$ cat config.mk
export PLATFORM = sky130hd
export DESIGN_NAME = tmr_core
export DESIGN_NICKNAME = d
export VERILOG_FILES = /design/src/rtl/tmr_pkg.sv /design/src/rtl/tmr_prescale.sv /design/src/rtl/tmr_bufreg.sv /design/src/rtl/tmr_counter.sv /design/src/rtl/tmr_core.sv
export SDC_FILE = /design/constraint.sdc
export NUM_CORES = 1
export LEC_CHECK = 0
export ABC_AREA = 1
export BUFFER_PORTS_ARGS = -buffer_cell sky130_fd_sc_hd__buf_2
export CAP_MARGIN = 10
export CELL_PAD_IN_SITES_DETAIL_PLACEMENT = 0
export CELL_PAD_IN_SITES_GLOBAL_PLACEMENT = 1
export CORE_UTILIZATION = 45
export DETAILED_ROUTE_END_ITERATION = 6
export PLACE_DENSITY = 0.94
export REMOVE_ABC_BUFFERS = 1
export SYNTH_ARGS = -nofsm -noshare
export SYNTH_HDL_FRONTEND = slang
export SYNTH_HIERARCHICAL = 1
export SYNTH_SLANG_ARGS = --single-unit
$ cat constraint.sdc
create_clock -name clk -period 6.1 [get_ports clk]
set_input_delay 0.61 -clock clk [delete_from_list [all_inputs] [get_ports clk]]
set_output_delay 0.61 -clock clk [all_outputs]
set_load 0.02 [all_outputs]
$ cat src/rtl/tmr_pkg.sv
package tmr_pkg;
  typedef enum logic [1:0] {
    W16 = 2'd0,
    W8  = 2'd1,
    W32 = 2'd2
  } width_e;

  typedef struct packed {
    logic [1:0] wave;
    logic       src;
    logic       dir;
    logic [3:0] psel;
    width_e     mode;
    logic       rsv;
    logic       en;
  } ctrl_t;

  localparam int CTRL_W = $bits(ctrl_t);

  localparam int A_CTRL = 0;
  localparam int A_STAT = 1;
  localparam int A_CNT  = 2;
  localparam int A_CC0  = 3;
  localparam int A_PER  = 5;
  localparam int A_CCB0 = 6;
  localparam int A_PERB = 8;

  function automatic logic [31:0] width_mask(width_e m);
    case (m)
      W8:      width_mask = 32'h0000_00FF;
      W32:     width_mask = 32'hFFFF_FFFF;
      default: width_mask = 32'h0000_FFFF;
    endcase
  endfunction
endpackage

$ cat src/rtl/tmr_prescale.sv
module tmr_prescale #(
  parameter int PW = 10
) (
  input  logic       clk,
  input  logic       rst_n,
  input  logic       en,
  input  logic       clr,
  input  logic [3:0] sel,
  output logic       tick
);
  logic [PW-1:0] psc_q, psc_d, sel_mask;
  int            sel_c;

  always_comb begin
    sel_c = (int'(sel) > PW) ? PW : int'(sel);
    for (int b = 0; b < PW; b++) sel_mask[b] = (b < sel_c);
    tick  = en && ((psc_q & sel_mask) == sel_mask);
    psc_d = (!en || clr) ? '0 : psc_q + 1'b1;
  end

  always_ff @(posedge clk or negedge rst_n) begin
    if (!rst_n) psc_q <= '0;
    else        psc_q <= psc_d;
  end

  AST_PSC_IDLE_ZERO: assert property (@(posedge clk) disable iff (!rst_n)
    !en |=> (psc_q == '0));
endmodule

$ cat src/rtl/tmr_bufreg.sv
module tmr_bufreg #(
  parameter int W = 32
) (
  input  logic         clk,
  input  logic         rst_n,
  input  logic         swrst,
  input  logic         act_wr,
  input  logic         buf_wr,
  input  logic [W-1:0] wdata,
  input  logic         upd,
  output logic [W-1:0] act_q,
  output logic         vld_q
);
  logic [W-1:0] buf_q, act_d, buf_d;
  logic         vld_d;

  always_comb begin
    act_d = act_q;
    buf_d = buf_q;
    vld_d = vld_q;
    if (upd && vld_q) begin
      act_d = buf_q;
      vld_d = 1'b0;
    end
    if (act_wr) act_d = wdata;
    if (buf_wr) begin
      buf_d = wdata;
      vld_d = 1'b1;
    end
  end

  always_ff @(posedge clk or negedge rst_n) begin
    if (!rst_n) begin
      act_q <= '0;
      buf_q <= '0;
      vld_q <= 1'b0;
    end else if (swrst) begin
      act_q <= '0;
      buf_q <= '0;
      vld_q <= 1'b0;
    end else begin
      act_q <= act_d;
      buf_q <= buf_d;
      vld_q <= vld_d;
    end
  end

  AST_UPD_CLEARS_VALID: assert property (@(posedge clk) disable iff (!rst_n)
    (upd && !buf_wr) |=> !vld_q);
endmodule

$ cat src/rtl/tmr_counter.sv
module tmr_counter #(
  parameter int CW = 32
) (
  input  logic          clk,
  input  logic          rst_n,
  input  logic          swrst,
  input  logic          tick,
  input  logic          dir,
  input  logic [CW-1:0] top,
  input  logic [CW-1:0] mask,
  input  logic          wr,
  input  logic [CW-1:0] wdata,
  output logic [CW-1:0] cnt_q,
  output logic [CW-1:0] cnt_d,
  output logic          wrap
);
  logic [CW-1:0] step;

  always_comb begin
    wrap = tick && (dir ? (cnt_q == '0) : (cnt_q == top));
    if (dir) step = wrap ? top : ((cnt_q - 1'b1) & mask);
    else     step = wrap ? '0  : ((cnt_q + 1'b1) & mask);
    cnt_d = cnt_q;
    if (tick) cnt_d = step;
    if (wr)   cnt_d = wdata;
  end

  always_ff @(posedge clk or negedge rst_n) begin
    if (!rst_n)     cnt_q <= '0;
    else if (swrst) cnt_q <= '0;
    else            cnt_q <= cnt_d;
  end
endmodule

$ cat src/rtl/tmr_core.sv
module tmr_core #(
  parameter int CW  = 32,
  parameter int PW  = 8,
  parameter int NCH = 2,
  parameter int AW  = 4,
  parameter int PSW = 10
) (
  input  logic                    clk,
  input  logic                    rst_n,
  input  logic                    wr_en,
  input  logic [AW-1:0]           wr_addr,
  input  logic [CW-1:0]           wr_data,
  input  logic                    evt_i,
  output logic [tmr_pkg::CTRL_W-1:0] ctrl_o,
  output logic [CW-1:0]           cnt_o,
  output logic [NCH*CW-1:0]       cc_o,
  output logic [PW-1:0]           per_o,
  output logic [NCH:0]            bufv_o,
  output logic                    top_o,
  output logic [NCH-1:0]          mc_o,
  output logic [NCH:0]            status_o
);
  import tmr_pkg::*;

  ctrl_t           ctrl_q, ctrl_d;
  logic            ctrl_wr, swrst, is8, psc_tick, tick, wrap;
  logic [CW-1:0]   mask, top, wdat_m, cnt_q, cnt_d;
  logic [PW-1:0]   per_q;
  logic            per_vld;
  logic [NCH-1:0]  mc_d, mc_q, ch_vld;
  logic            top_q;
  logic [NCH:0]    stat_q, stat_d, stat_clr;

  assign ctrl_wr = wr_en && (wr_addr == AW'(A_CTRL));
  assign swrst   = ctrl_wr && wr_data[1];
  assign is8     = (ctrl_q.mode == W8);
  assign mask    = CW'(width_mask(ctrl_q.mode));
  assign wdat_m  = wr_data & mask;
  assign top     = is8 ? CW'(per_q) : mask;
  assign tick    = ctrl_q.en && (ctrl_q.src ? evt_i : psc_tick);

  always_comb begin
    ctrl_d = ctrl_q;
    if (ctrl_wr) begin
      if (!ctrl_q.en) ctrl_d = ctrl_t'(wr_data[CTRL_W-1:0]);
      else            ctrl_d.en = wr_data[0];
      ctrl_d.rsv = 1'b0;
    end
  end

  always_ff @(posedge clk or negedge rst_n) begin
    if (!rst_n)     ctrl_q <= '0;
    else if (swrst) ctrl_q <= '0;
    else            ctrl_q <= ctrl_d;
  end

  tmr_prescale #(.PW(PSW)) u_psc (
    .clk(clk), .rst_n(rst_n), .en(ctrl_q.en), .clr(wrap | swrst),
    .sel(ctrl_q.psel), .tick(psc_tick)
  );

  tmr_counter #(.CW(CW)) u_cnt (
    .clk(clk), .rst_n(rst_n), .swrst(swrst), .tick(tick), .dir(ctrl_q.dir),
    .top(top), .mask(mask), .wr(wr_en && (wr_addr == AW'(A_CNT))),
    .wdata(wdat_m), .cnt_q(cnt_q), .cnt_d(cnt_d), .wrap(wrap)
  );

  for (genvar i = 0; i < NCH; i++) begin : g_ch
    logic [CW-1:0] cc_act;
    tmr_bufreg #(.W(CW)) u_ch (
      .clk(clk), .rst_n(rst_n), .swrst(swrst),
      .act_wr(wr_en && (wr_addr == AW'(A_CC0 + i))),
      .buf_wr(wr_en && (wr_addr == AW'(A_CCB0 + i))),
      .wdata(wdat_m), .upd(wrap), .act_q(cc_act), .vld_q(ch_vld[i])
    );
    assign mc_d[i] = tick && ((cnt_d & mask) == (cc_act & mask));
    assign cc_o[i*CW +: CW] = cc_act;
  end

  tmr_bufreg #(.W(PW)) u_per (
    .clk(clk), .rst_n(rst_n), .swrst(swrst),
    .act_wr(wr_en && is8 && (wr_addr == AW'(A_PER))),
    .buf_wr(wr_en && is8 && (wr_addr == AW'(A_PERB))),
    .wdata(wr_data[PW-1:0]), .upd(wrap), .act_q(per_q), .vld_q(per_vld)
  );

  always_comb begin
    stat_clr = (wr_en && (wr_addr == AW'(A_STAT))) ? wr_data[NCH:0] : '0;
    stat_d   = (stat_q & ~stat_clr) | {mc_d, wrap};
  end

  always_ff @(posedge clk or negedge rst_n) begin
    if (!rst_n) begin
      stat_q <= '0;
      mc_q   <= '0;
      top_q  <= 1'b0;
    end else if (swrst) begin
      stat_q <= '0;
      mc_q   <= '0;
      top_q  <= 1'b0;
    end else begin
      stat_q <= stat_d;
      mc_q   <= mc_d;
      top_q  <= wrap;
    end
  end

  assign ctrl_o   = ctrl_q;
  assign cnt_o    = cnt_q;
  assign per_o    = per_q;
  assign bufv_o   = {per_vld, ch_vld};
  assign top_o    = top_q;
  assign mc_o     = mc_q;
  assign status_o = stat_q;

  AST_PROT_FIELDS_HOLD: assert property (@(posedge clk) disable iff (!rst_n)
    (ctrl_q.en && ctrl_wr && !wr_data[1]) |=> $stable(ctrl_q[CTRL_W-1:2]));
  AST_SWRST_STOPS: assert property (@(posedge clk) disable iff (!rst_n)
    swrst |=> (ctrl_q == '0));
  AST_IDLE_COUNT_HOLD: assert property (@(posedge clk) disable iff (!rst_n)
    (!ctrl_q.en && !wr_en) |=> $stable(cnt_q));
  AST_WRAP_STICKY: assert property (@(posedge clk) disable iff (!rst_n)
    top_q |-> stat_q[0]);
endmodule

; ---- Word-level counts from Yosys, hierarchy flattened
; Index checks and enable logic that the tools add are counted.
[totals]
reg_bits = 207
input_bits = 40
output_inout_bits = 125
elab_cells = 138
[classes]
addsub = 3
magnitude_cmp = 11
eq_ne = 15
n_mux = 43
n_bitwise = 11
n_reduce_logical = 34
[ops]
columns = op, n
row1 = 32-bit two-way mux, 17
row2 = 32-bit bitwise AND, 6
row3 = "4-bit by 32-bit < comparator with 1-bit output, first input constant", 4
row4 = 32-bit == test, 3
row5 = "3-bit by 32-bit < comparator with 1-bit output, first input constant", 2
row6 = "5-bit by 32-bit < comparator with 1-bit output, first input constant", 2
row7 = 32-bit one-hot mux with 2 select lines, 1
row8 = 8-bit two-way mux, 5
row9 = "32-bit by 1-bit adder with 32-bit output, second input constant", 1
row10 = 32-bit zero test, 1
row11 = "1-bit by 32-bit < comparator with 1-bit output, first input constant", 1
row12 = "2-bit by 32-bit < comparator with 1-bit output, first input constant", 1
row13 = "32-bit by 1-bit subtractor with 32-bit output, second input constant", 1
row14 = 12-bit two-way mux, 2
row15 = 1-bit logical AND, 19
row16 = 3-bit nonzero test, 6
row17 = "4-bit by 3-bit == test with 1-bit output, second input constant", 4
row18 = 1-bit two-way mux, 12
row19 = 11-bit two-way mux, 1
row20 = "10-bit by 1-bit adder with 10-bit output, second input constant", 1
row21 = 10-bit bitwise AND, 1
row22 = 10-bit == test, 1
row23 = 10-bit two-way mux, 1
row24 = "4-bit by 2-bit == test with 1-bit output, second input constant", 2
row25 = other kinds (18), 22

; ---- Longest topological paths before layout
; Gate-level depths: netlist of the first run.
[logic_depth]
ltp_word = 18
ltp_mapped = 33
depth_no_buf = 32

; ---- Hierarchy
; The synthesis of the first run kept the hierarchy.
[modules_own_cells]
columns = module, instances, cells_per_inst, area_per_inst_um2, seq_area_each_um2
row1 = tmr_bufreg (g_ch[0].u_ch ...), 2, 390, 3191.8, 1626.6
row2 = tmr_counter, 1, 766, 4335.4, 800.8
row3 = tmr_core, 1, 470, 2443.6, 425.4
row4 = tmr_bufreg (u_per), 1, 103, 849.6, 425.4
row5 = tmr_prescale, 1, 93, 646.9, 250.2

; ---- Worst setup path before layout of the first run
; No wires, ideal clock.
[synth_path]
path_type = flip-flop to flip-flop
startpoint = register ctrl_q (netlist bit ctrl_o[3])
endpoint = register stat_q[2], in the netlist status_o[2]
setup_time_ps = 65
t_arrival_ps = 3954
required_time_ps = 6035
slack_ps = 2080
stages_incl_launch_ff = 29
n_path_buf = 2
period_less_slack_ps = 4020
path_cell_list = dfrtp_1 > buf_6 > inv_2 > nor2_1 > nand2_1 > nand2_1 > nand2_1 > nor2_1 > nand2_1 > nor2_1 > nand2_1 > nand2_1 > nand2_2 > inv_2 > buf_6 > nand3_1 > o211ai_1 > o21ai_1 > inv_1 > inv_1 > nand2_1 > nand2_1 > nor2_1 > nand3_1 > nor2_1 > nand2_1 > nor2_1 > nand2_1 > nand2_1
[synth_via]
elab_chain_cells = 15
elab_cells_between_ends = 21
[synth_lines]
columns = item, line
row1 = "start, declared", tmr_core.sv:25  ; ctrl_t ctrl_q, ctrl_d;
row2 = "start signal, assigned", tmr_core.sv:54  ; else ctrl_q <= ctrl_d;
row3 = 2-bit == test / 2-bit by 1-bit == test with 1-bit output (equally long branches), "tmr_pkg.sv:29, tmr_core.sv:36"
row4 = 32-bit one-hot mux with 2 select lines, tmr_pkg.sv:29  ; case (m)
row5 = 32-bit two-way mux *, tmr_core.sv:39  ; assign top = is8 ? CW'(per_q) : mask;
row6 = net top[16], tmr_core.sv:27  ; logic [CW-1:0] mask, top, wdat_m, cnt_q, cnt_d;
row7 = 32-bit == test *, tmr_counter.sv:20  ; wrap = tick && (dir ? (cnt_q == '0) : (cnt_q == top));
row8 = 1-bit two-way mux *, tmr_counter.sv:20
row9 = 1-bit logical AND *, tmr_counter.sv:20
row10 = net wrap, tmr_core.sv:26  ; logic ctrl_wr, swrst, is8, psc_tick, tick, wrap;
row11 = [2 not listed], -
row12 = 32-bit two-way mux *, tmr_counter.sv:24  ; if (tick) cnt_d = step;
row13 = 32-bit two-way mux *, tmr_counter.sv:25  ; if (wr) cnt_d = wdata;
row14 = net cnt_d[5], tmr_core.sv:27
row15 = 32-bit bitwise AND *, tmr_core.sv:76  ; assign mc_d[i] = tick && ((cnt_d & mask) == (cc_act & mask));
row16 = 32-bit == test *, tmr_core.sv:76
row17 = 1-bit logical AND *, tmr_core.sv:76
row18 = 3-bit OR *, tmr_core.sv:89  ; stat_d = (stat_q & ~stat_clr) | {mc_d, wrap};
row19 = 3-bit two-way mux *, tmr_core.sv:97  ; end else if (swrst) begin
row20 = "end signal, assigned", tmr_core.sv:102  ; stat_q <= stat_d;
row21 = "end, declared", tmr_core.sv:32  ; logic [NCH:0] stat_q, stat_d, stat_clr;
; The timed path passes the listed nets; every way through them passes the cells marked *.
; A chain may end at the register's enable or synchronous reset.

; ---- Worst setup path after layout of the first run
[layout_path]
startpoint = register ctrl_q (netlist bit ctrl_o[3])
endpoint = register mc_q[1], in the netlist mc_o[1]
[layout_via]
elab_cells_between_ends = 20
[layout_rtl]
columns = item, line
row1 = 2-bit by 1-bit == test with 1-bit output *, tmr_core.sv:36  ; assign is8 = (ctrl_q.mode == W8);
row2 = 32-bit two-way mux *, tmr_core.sv:39
row3 = net top[0], tmr_core.sv:27
row4 = 32-bit == test *, tmr_counter.sv:20
row5 = 1-bit two-way mux *, tmr_counter.sv:20
row6 = 1-bit logical AND *, tmr_counter.sv:20
row7 = net wrap, tmr_core.sv:26
row8 = "32-bit two-way mux, on equally long branches", "tmr_counter.sv:22, tmr_counter.sv:21"
row9 = 32-bit two-way mux *, tmr_counter.sv:21  ; if (dir) step = wrap ? top : ((cnt_q - 1'b1) & mask);
row10 = 32-bit two-way mux *, tmr_counter.sv:24
row11 = 32-bit two-way mux *, tmr_counter.sv:25
row12 = net cnt_d[3], tmr_core.sv:27
row13 = 32-bit bitwise AND *, tmr_core.sv:76
row14 = 32-bit == test *, tmr_core.sv:76
row15 = 1-bit logical AND *, tmr_core.sv:76
row16 = 2-bit two-way mux *, tmr_core.sv:97
row17 = "end signal, assigned", tmr_core.sv:103  ; mc_q <= mc_d;
row18 = "end, declared", tmr_core.sv:30  ; logic [NCH-1:0] mc_d, mc_q, ch_vld;
; Marked as above.

==> results of run 1 <==
==> state kept, by name, summed over array words and instances, names as in the netlist <==
register	cells
u_psc/psc_q	10
u_per/buf_q	8
g_ch.u_ch/buf_q	64
u_cnt/cnt_q	32
u_per/vld_q	1
ctrl_o	11
status_o	3
g_ch.u_ch/act_q	64
u_per/act_q	8
g_ch.u_ch/vld_q	2
top_o	1
mc_o	2
==> report_power, final <==
group,internal [mW],switching (mW)
combinational,1.06,2.07
clock,0.892,0.591
sequential,1.79,0.697
==> area by class of cell <==
cell class / instances / area [um^2] / area share
Timing Repair Buffer: 181 / 959.7 / 0.05886
Inverter: 285 / 1080 / 0.06622
Tap cell: 435 / 544.3 / 0.03338
Sequential cell: 206 / 5155 / 0.3161
Multi-Input combinational cell: 1622 / 7761 / 0.4760
Clock inverter: 5 / 86.33 / 0.005295
Clock buffer: 37 / 719.4 / 0.04412
==> layout by cell type (no fill, tap or decap), types with 3 or more instances in the layout <==
cell type	count
sky130_fd_sc_hd__o21ai_1	14
sky130_fd_sc_hd__conb_1	10
sky130_fd_sc_hd__a21oi_1	97
sky130_fd_sc_hd__buf_2	162
sky130_fd_sc_hd__inv_1	266
sky130_fd_sc_hd__o22ai_1	7
sky130_fd_sc_hd__xor2_1	18
sky130_fd_sc_hd__nand3_1	253
sky130_fd_sc_hd__clkbuf_8	8
sky130_fd_sc_hd__nor3_2	3
sky130_fd_sc_hd__or2_2	13
sky130_fd_sc_hd__o21ai_2	68
sky130_fd_sc_hd__nor2_1	167
sky130_fd_sc_hd__nand2_4	4
sky130_fd_sc_hd__clkbuf_1	6
sky130_fd_sc_hd__o21ai_0	57
sky130_fd_sc_hd__dfrtp_1	206
sky130_fd_sc_hd__nand4_1	26
sky130_fd_sc_hd__buf_4	18
sky130_fd_sc_hd__clkbuf_16	24
sky130_fd_sc_hd__nand2_2	12
sky130_fd_sc_hd__nor3_1	24
sky130_fd_sc_hd__nor2_2	20
sky130_fd_sc_hd__inv_4	4
sky130_fd_sc_hd__ha_1	3
sky130_fd_sc_hd__nand2_1	759
sky130_fd_sc_hd__xnor2_1	22
sky130_fd_sc_hd__nand3_2	10
sky130_fd_sc_hd__o211ai_1	4
sky130_fd_sc_hd__inv_2	14
sky130_fd_sc_hd__nor2_4	12
==> per-layer routing <==
layer / wire (um) / part of all wire / GRT usage
met1: 22590 / 0.45 / 0.4473
met2: 21830 / 0.43 / 0.4580
met3: 4475 / 0.088 / 0.03692
met4: 1697 / 0.034 / 0.1076
met5: 0 / 0 / 0
==> cells in the mapped netlist (21+ instances only) <==
library cell               number  area [um^2]
sky130_fd_sc_hd__nor2_1       173        649.4
sky130_fd_sc_hd__o21ai_0       57        285.3
sky130_fd_sc_hd__buf_2         36        180.2
sky130_fd_sc_hd__dfrtp_1      206         5155
sky130_fd_sc_hd__nand2_1      759         2849
sky130_fd_sc_hd__nand4_1       26        162.7
sky130_fd_sc_hd__clkbuf_1      21        78.83
sky130_fd_sc_hd__nand3_1      253         1266
sky130_fd_sc_hd__inv_1        266        998.5
sky130_fd_sc_hd__o21ai_2       68        595.6
sky130_fd_sc_hd__a21oi_1       97        485.5
sky130_fd_sc_hd__nor3_1        24        120.1
sky130_fd_sc_hd__buf_6         27        304.0
sky130_fd_sc_hd__xnor2_1       22        192.7
==> critical path: stages (launching register included) <==
cell,delay [ns]
sky130_fd_sc_hd__dfrtp_1,0.78
sky130_fd_sc_hd__nor2_8,0.38
sky130_fd_sc_hd__inv_1,0.21
sky130_fd_sc_hd__or2_2,0.34
sky130_fd_sc_hd__xnor2_1,0.16
sky130_fd_sc_hd__nand2_1,0.06
sky130_fd_sc_hd__nor2_1,0.20
sky130_fd_sc_hd__nand2_1,0.08
sky130_fd_sc_hd__nor2_1,0.08
sky130_fd_sc_hd__nand2_1,0.06
sky130_fd_sc_hd__nand2_1,0.09
sky130_fd_sc_hd__nand2_2,0.39
sky130_fd_sc_hd__inv_2,0.48
sky130_fd_sc_hd__o21ai_0,0.12
sky130_fd_sc_hd__o21ai_0,0.12
sky130_fd_sc_hd__nand2_1,0.08
sky130_fd_sc_hd__nand2_1,0.12
sky130_fd_sc_hd__inv_1,0.09
sky130_fd_sc_hd__xor2_1,0.17
sky130_fd_sc_hd__nor2_1,0.11
sky130_fd_sc_hd__nand3_1,0.08
sky130_fd_sc_hd__nor2_1,0.15
sky130_fd_sc_hd__nand2_1,0.07
sky130_fd_sc_hd__nor2_1,0.09
sky130_fd_sc_hd__nand2_1,0.08
sky130_fd_sc_hd__inv_1,0.06
==> metrics by stage <==
stage,power (mW),util
floorplan,4.445,-
global placement,5.528,0.4874
detailed placement,5.576,0.4874
CTS,7.070,0.5128
global route,7.585,0.5128
finish,7.105,0.5128
==> path summary, 6_finish.rpt <==
kind	startpoint	endpoint	slack, ns	cells past startpoint
worst min-delay path	rst_n	u_psc/psc_q[8]$_DFF_PN0_	0.18	1
min in group clk	wr_data[9]	ctrl_o[9]$_DFFE_PN0P_	0.42	3
worst max register to register	ctrl_o[3]$_DFFE_PN0P_	mc_o[1]$_DFF_PN0_	1.35	25
worst min register to register	u_per/act_q[6]$_DFFE_PN0P_	u_per/act_q[6]$_DFFE_PN0P_	0.51	2
worst max-delay path	ctrl_o[3]$_DFFE_PN0P_	mc_o[1]$_DFF_PN0_	1.35	25
max in group asynchronous	rst_n	u_cnt/cnt_q[24]$_DFF_PN0_	4.43	2
==> cells by family (layout without fill, tap and decap cells) <==
kind of cell	after synthesis	count (layout)	synth area share
AOI/OAI and AO/OA	253	253	0.1070
other	2	10	0.0005123
xor gates and xnor gates	40	40	0.02390
buffers and inverters	392	508	0.1223
adders and majority gates	3	3	0.002561
DFF	206	206	0.3517
and+or+nand+nor	1316	1316	0.3920
==> results, run 1 <==
- The run finished with clean final reports.
- The number of cells produced by synthesis is roughly 2.2k.
- In the routed design, unresolved DRC markers number 0.
- The fraction of final layout cells with drive strength greater than 1 is 0.1661.
- Entering global routing, the biggest net connects 116 pins.
- The antenna diode instance count is 0.
- After floorplanning, the core was divided into 65 placement rows.
- The non-filler instance count after layout is 2771.
- After clock tree synthesis, the repair step resized 0 gates.
- The first global-routing pass estimated 79630 um of wire.
- The height of the chip is 182.5 um.
- The synthesized area is 0.01466 mm^2.
- In the final design database the tool counted 2363 nets.
- Yosys printed 6 warnings.
- The CTS root buffer is sky130_fd_sc_hd__clkbuf_16.
- Once placement finished, the instance area stood at 0.01550 mm^2.
- The TritonCTS clock tree is done.
- The post-CTS setup buffer count is 0.
- Data arrives at the worst endpoint at 5.21 ns.
- The die footprint is 0.03330 mm^2.
- The number of optimization iterations in the first detailed-route pass is 6.
- Hold repair after CTS inserted 0 buffers.
- The first-iteration detailed-routing DRC count is 1581.
- The initial antenna violation count is 0.
- The clock tree skew after final layout is about 0.026 ns.
- The total global-route track usage is 0.3042.
- The final total negative setup slack is 0 ns.
- After global routing the overflow that remains totals 0.
- The portion of the clock cycle consumed by the worst path in the final layout is 0.7780.
- The routed design could run at a clock period as short as roughly 4.7 ns.
- The width of the die is between 150 and 200 um.
- The fill cell instance count of the final layout is 3191.
- In this run the number of H-tree levels came out at 1.
- Setup repair after global routing left no endpoint under its margin.
- The number of global-route vias before repair is 13.96k.
- The peak ir drop on the vdd network is 0.2289 mV.
- The most used flip-flop cell after synthesis is sky130_fd_sc_hd__dfrtp_1.
- The count of nets left with antenna violations once routing finished came out at 0.
- The max-slew violation total from the final report was 0.
- Across all layers, the routed design uses 15.02k vias.
- For the pin with the worst max-slew slack, the measured transition is 1.089 ns.
- Setup violations remaining at the end of the flow were counted as 0.
- The final count of hold timing violations is 0.
- The insertion delay of the later-clocked pin in the worst-skew pair is 0.54 ns.
- The worst hold margin is between 0.15 and 0.2 ns.
- In this run the worst path has a maximum fanout of 30.
- Detailed placement ended at an HPWL of 34810 um.
- The clock drives 206 sinks.
- The number of violations of the max-capacitance limit is 0.
- The worst setup path is of the reg -> reg kind.
- The core region area is 0.03180 mm^2.
- The area growth from synthesis to layout is 11.23%.
- STA classifies the critical path startpoint as a register.
- The average instance in the mapped netlist occupies 6.627 um^2.
- The minimum setup slack after placement is 1.449 ns.
- The share of async-settable or async-resettable flops after synthesis is 1.000.
- Counting along the longest clock path gives a buffer depth of 3.
- The leakage power summed over all cells is 8.604 nW.
- Synthesis inferred 206 register bits.
- The min-delay analysis places its worst path in the category in -> async.
- The number of synthesized flops with an enable pin is 0.
- The power density relative to cell area is 435.8 mW/mm^2.
- In this run the tightest slew margin relative to its limit is 0.2685.
- The sort of element at the end of the critical path is a register.
- The distinct cell type count of the synthesized netlist is 46.
- The final layout contains routed wiring with a total length of 50590 um.
- The number of ports placed on the die boundary is 165.
- The initial utilization of the core area, before any placement, comes to 0.4610.
- Data on the critical path is required at its endpoint by approximately 6.6 ns.
- The number of port buffers is 163.
- The number of buffers created by CTS is 24.
- The final standard cell area without fillers is 0.01631 mm^2.
- After detailed routing, the number of vias per cell comes to 5.419.
- The fmax is between 200 and 250 MHz.
- In the final routed layout, each cell accounts on average for 18.26 um.
- After clock tree synthesis, the clock-pin slew on the worst setup and hold paths is 0.06 ns.
- The routability-driven placement congestion ratio is 0.9497.
- The cell total after placement is between 2k and 3k.
- The fraction of the yosys area taken by sequential cells is 0.3517.
- Once routing completed, OpenROAD measured the worst setup slack at 1.354 ns.
Note: power is estimated with default switching activity, not from simulation.
==> inputs of run 2 (changes only) <==
--- a/config.mk
+++ b/config.mk
@@ -10,9 +10,9 @@
 export CAP_MARGIN = 10
 export CELL_PAD_IN_SITES_DETAIL_PLACEMENT = 0
 export CELL_PAD_IN_SITES_GLOBAL_PLACEMENT = 1
-export CORE_UTILIZATION = 45
+export CORE_UTILIZATION = 43
 export DETAILED_ROUTE_END_ITERATION = 6
-export PLACE_DENSITY = 0.94
+export PLACE_DENSITY = 0.91
 export REMOVE_ABC_BUFFERS = 1
 export SYNTH_ARGS = -nofsm -noshare
 export SYNTH_HDL_FRONTEND = slang
==> constraint.sdc (replaced) <==
create_clock -name clk -period 4.9 [get_ports clk]
set_input_delay 0.49 -clock clk [delete_from_list [all_inputs] [get_ports clk]]
set_output_delay 0.49 -clock clk [all_outputs]
set_load 0.02 [all_outputs]
==> run 2 against run 1 <==
  * Clock skew is 0.0098 ns lower
  * Maximum frequency is 19% higher
  * Hold slack better by 0.12 ns
  * Critical path depth is 2 higher
  * Register-to-register slack worse by 0.43 ns
  * Power is 25% higher
  * Setup slack worse by 0.43 ns
  * Die area is 4.6% higher
  * Global-route usage is 0.66 points lower
  * Sequential share of layout area is 0.15 points lower
  * Final cell count is 0.83% higher
  * Clock power is 25% higher
  * Critical path type unchanged
==> results, run 2 (synthesized netlist as in run 1, its figures left out) <==
- The detailed-placement wirelength estimate was 35950 um (+3.3%).
- The cell total after placement is 2747 (+0.66%).
- The width of the die is 186.6 um (+2.3%).
- The worst-margin pin slew is 1.124 ns (+0.03514 ns).
- The number of placement rows is 67 (+3.1%).
- The non-filler instance count after layout is 2794 (+0.83%).
- The area growth from synthesis to layout is 11.78%.
- In this run the worst setup path begins at ctrl_o[2]$_DFFE_PN0P_.
- The largest individual stage delay along the critical path comes from the cell sky130_fd_sc_hd__dfrtp_1.
- In the layout the commonest cells are sky130_fd_sc_hd__nand2_1 (759), sky130_fd_sc_hd__inv_1 (266), sky130_fd_sc_hd__nand3_1 (253).
- The post-CTS setup buffer count is 0 (unchanged).
- The overflow left after global routing was 0 (unchanged).
- The relative slew slack is 0.2449 (-0.02360).
- The final count of hold timing violations came to 0 (unchanged).
- The count of nets left with antenna violations after detail routing is 0 (unchanged).
- The peak ir drop on the vdd network was 0.2458 mV (+7.4%).
- The number of ports placed on the die boundary is 165 (unchanged).
- The number of cells on the critical path came to 27 (+8.0%).
- The wire length of the first global-routing pass came to 82160 um (+3.2%).
- The clock tree skew after final layout is 0.01657 ns (-0.009820 ns).
- The number of optimization iterations in the first detailed-route pass was 6 (unchanged).
- The number of port buffers is 163 (unchanged).
- The maximum fanout along the worst path was 19 (-37%).
- The detailed-route wire length came to 52310 um (+3.4%).
- The via density per instance was 5.383 (-0.66%).
- The portion of the clock cycle consumed by the worst path in the final layout is 0.8112 (+0.03325).
- The cell family contributing the most delay on the critical path is simple AND/OR/NAND/NOR gates.
- The buffer and inverter count on the worst path came to 4 (unchanged).
- The largest registers in the layout are g_ch.u_ch/act_q: 64 flops, g_ch.u_ch/buf_q: 64 flops, u_cnt/cnt_q: 32 flops.
- The sort of element at the end of the critical path is a register.
- TritonCTS built the clock tree.
- The biggest cell delay along the critical path is 0.45 ns (-0.33 ns).
- The core region area came to 0.03353 mm^2 (+5.4%).
- The CTS root buffer is sky130_fd_sc_hd__clkbuf_16.
- The library cell used most frequently in the layout, excluding fill and tap cells, is sky130_fd_sc_hd__nand2_1.
- The post-cts repair resize count is 0 (unchanged).
- The count of vias placed by the detailed router is 15.04k (+0.17%).
- Counting stages on the worst path, the most repeated cell is sky130_fd_sc_hd__nand2_1.
- The number of endpoints failing setup at the final stage was 0 (unchanged).
- The total global-route track usage is 0.2976 (-0.006643).
- The worst setup path is launched from a register.
- The height of the chip was 186.6 um (+2.3%).
- The final critical delay including setup and external delays is 3.975 ns (-0.7706 ns).
- The initial antenna violation count came to 0 (unchanged).
- The insertion delay of the later-clocked pin in the worst-skew pair is 0.54 ns (about the same).
- The worst setup slack for register-to-register paths is 0.93 ns (-0.43 ns).
- The first-iteration detailed-routing DRC count is 1454 (-8.0%).
- The number of global-route vias before repair is 14.13k (+1.3%).
- The endpoint of the worst register-to-register path is mc_o[1]$_DFF_PN0_.
- The number of buffers created by CTS came to 25 (+4.2%).
- The flow ran to the end, and the final reports show no timing, DRC or antenna violations.
- The largest net degree at the start of global routing came to 84 (-28%).
- The power density relative to cell area is 541.2 mW/mm^2 (+24%).
- The level count of the clock H-tree is 1 (unchanged).
- The critical path data required time was 5.38 ns (-1.18 ns).
- The startpoint identified for the worst register-to-register timing path is ctrl_o[2]$_DFFE_PN0P_.
- The final total negative setup slack is 0 ns (unchanged).
- The final net count is 2370 (+0.30%).
- The fraction of final layout cells with drive strength greater than 1 came to 0.1701 (+0.003981).
- The routability-driven placement congestion ratio is 0.9501 (about the same).
- The fmax is 251.6 MHz (+19%).
- The number of violations of the max-capacitance limit was 0 (unchanged).
- The starting density of the core was 0.4372 (-0.02382).
- The count of clock tree sinks is 206 (unchanged).
- By startpoint and endpoint, the worst setup path is classified as reg -> reg.
- The max-slew violation total from the final report is 0 (unchanged).
- The worst min-delay path class is in -> reg.
- The antenna diode instance count is 0 (unchanged).
- The die footprint is 0.03483 mm^2 (+4.6%).
- Setup repair after global routing left no endpoint under its margin.
- The data arrival time of the critical path is 4.46 ns (-0.75 ns).
- The cell depth of the worst flop-to-flop path was 27 (+8.0%).
- The number of remaining DRC errors is 0 (unchanged).
- The maximum number of buffers from clock root to sink is 3 (unchanged).
- The leakage power summed over all cells is 8.637 nW (+0.39%).
- The clock-pin transition on the worst setup and hold timing paths is 0.06 ns (about the same).
- The critical path ends at mc_o[1]$_DFF_PN0_.
- The post-detailed-route wirelength per cell is 18.72 um (+2.5%).
## run 2: changes by cell type in the layout (fill, tap and decap cells not counted), sizes merged
cell,before,now
buf,180,185
bufinv,2,1
clkbuf,38,35
clkinvlp,0,3
inv,284,286
clkinv,4,7
dlygate4sd3,0,1
## run 2: area by class of cell
class / instances / area [um^2]
clock buffer: 34 / 709.4
fill: 3513 / 17150
timing repair buffer: 187 / 1020
inverter: 285 / 1080
clock inverter: 12 / 100.1
sequential: 206 / 5155
tap: 448 / 560.5
multi-input combinational: 1622 / 7761
## run 2: metrics by stage
step                      power (mW)  area [um^2]    util  hold slack, ns  setup WS, ns
after detailed placement       6.977        15570  0.4642          0.4981        0.9720
after global routing           9.464        16390  0.4887          0.2990        0.5307
after floorplan                5.534        13980       -          0.1944        0.1978
after global placement         6.927        15570  0.4642          0.4971        0.9524
after CTS                      8.845        16390  0.4887          0.2801        0.9421
final                          8.868        16390  0.4887          0.2982        0.9251
## run 2: worst min-delay path by stage
stage | from | endpoint | slack (ns) | cells after the start
floorplan | rst_n | ctrl_o[0]$_DFFE_PN0P_ | 0.19 | 0
global placement | u_per/act_q[4]$_DFFE_PN0P_ | u_per/act_q[4]$_DFFE_PN0P_ | 0.50 | 2
detailed placement | u_per/act_q[4]$_DFFE_PN0P_ | u_per/act_q[4]$_DFFE_PN0P_ | 0.50 | 2
CTS | wr_data[9] | ctrl_o[9]$_DFFE_PN0P_ | 0.28 | 3
global route | wr_data[8] | ctrl_o[8]$_DFFE_PN0P_ | 0.30 | 3
finish | wr_data[9] | ctrl_o[9]$_DFFE_PN0P_ | 0.30 | 3
## run 2: repair_timing
item,in CTS,in global routing
hold buffers,1,0
endpoints found under the hold margin,12,0
endpoints found under the setup margin,0,0
## run 2: where the power goes
group,internal [mW],switching (mW)
Combinational,1.33,2.61
Sequential,2.24,0.849
Clock,1.07,0.775
Total,4.63,4.24
## run 2: routing by layer
metal / global-route usage / part of all wire / vias to the layer above
li1: - / - / 7176
met1: 0.4138 / 0.44 / 7046
met2: 0.4677 / 0.45 / 716
met3: 0.04288 / 0.080 / 103
met4: 0.1138 / 0.036 / 0
met5: 0 / 0 / -
## run 2: worst register-to-register path, delay by kind of cell (launching register included)
| family | cells | cell delay [ns] |
|---|---|---|
| and+or+nand+nor | 22 | 2.54 |
| DFF | 1 | 0.45 |
| xor gates and xnor gates | 1 | 0.15 |
| buffers and inverters | 4 | 0.79 |
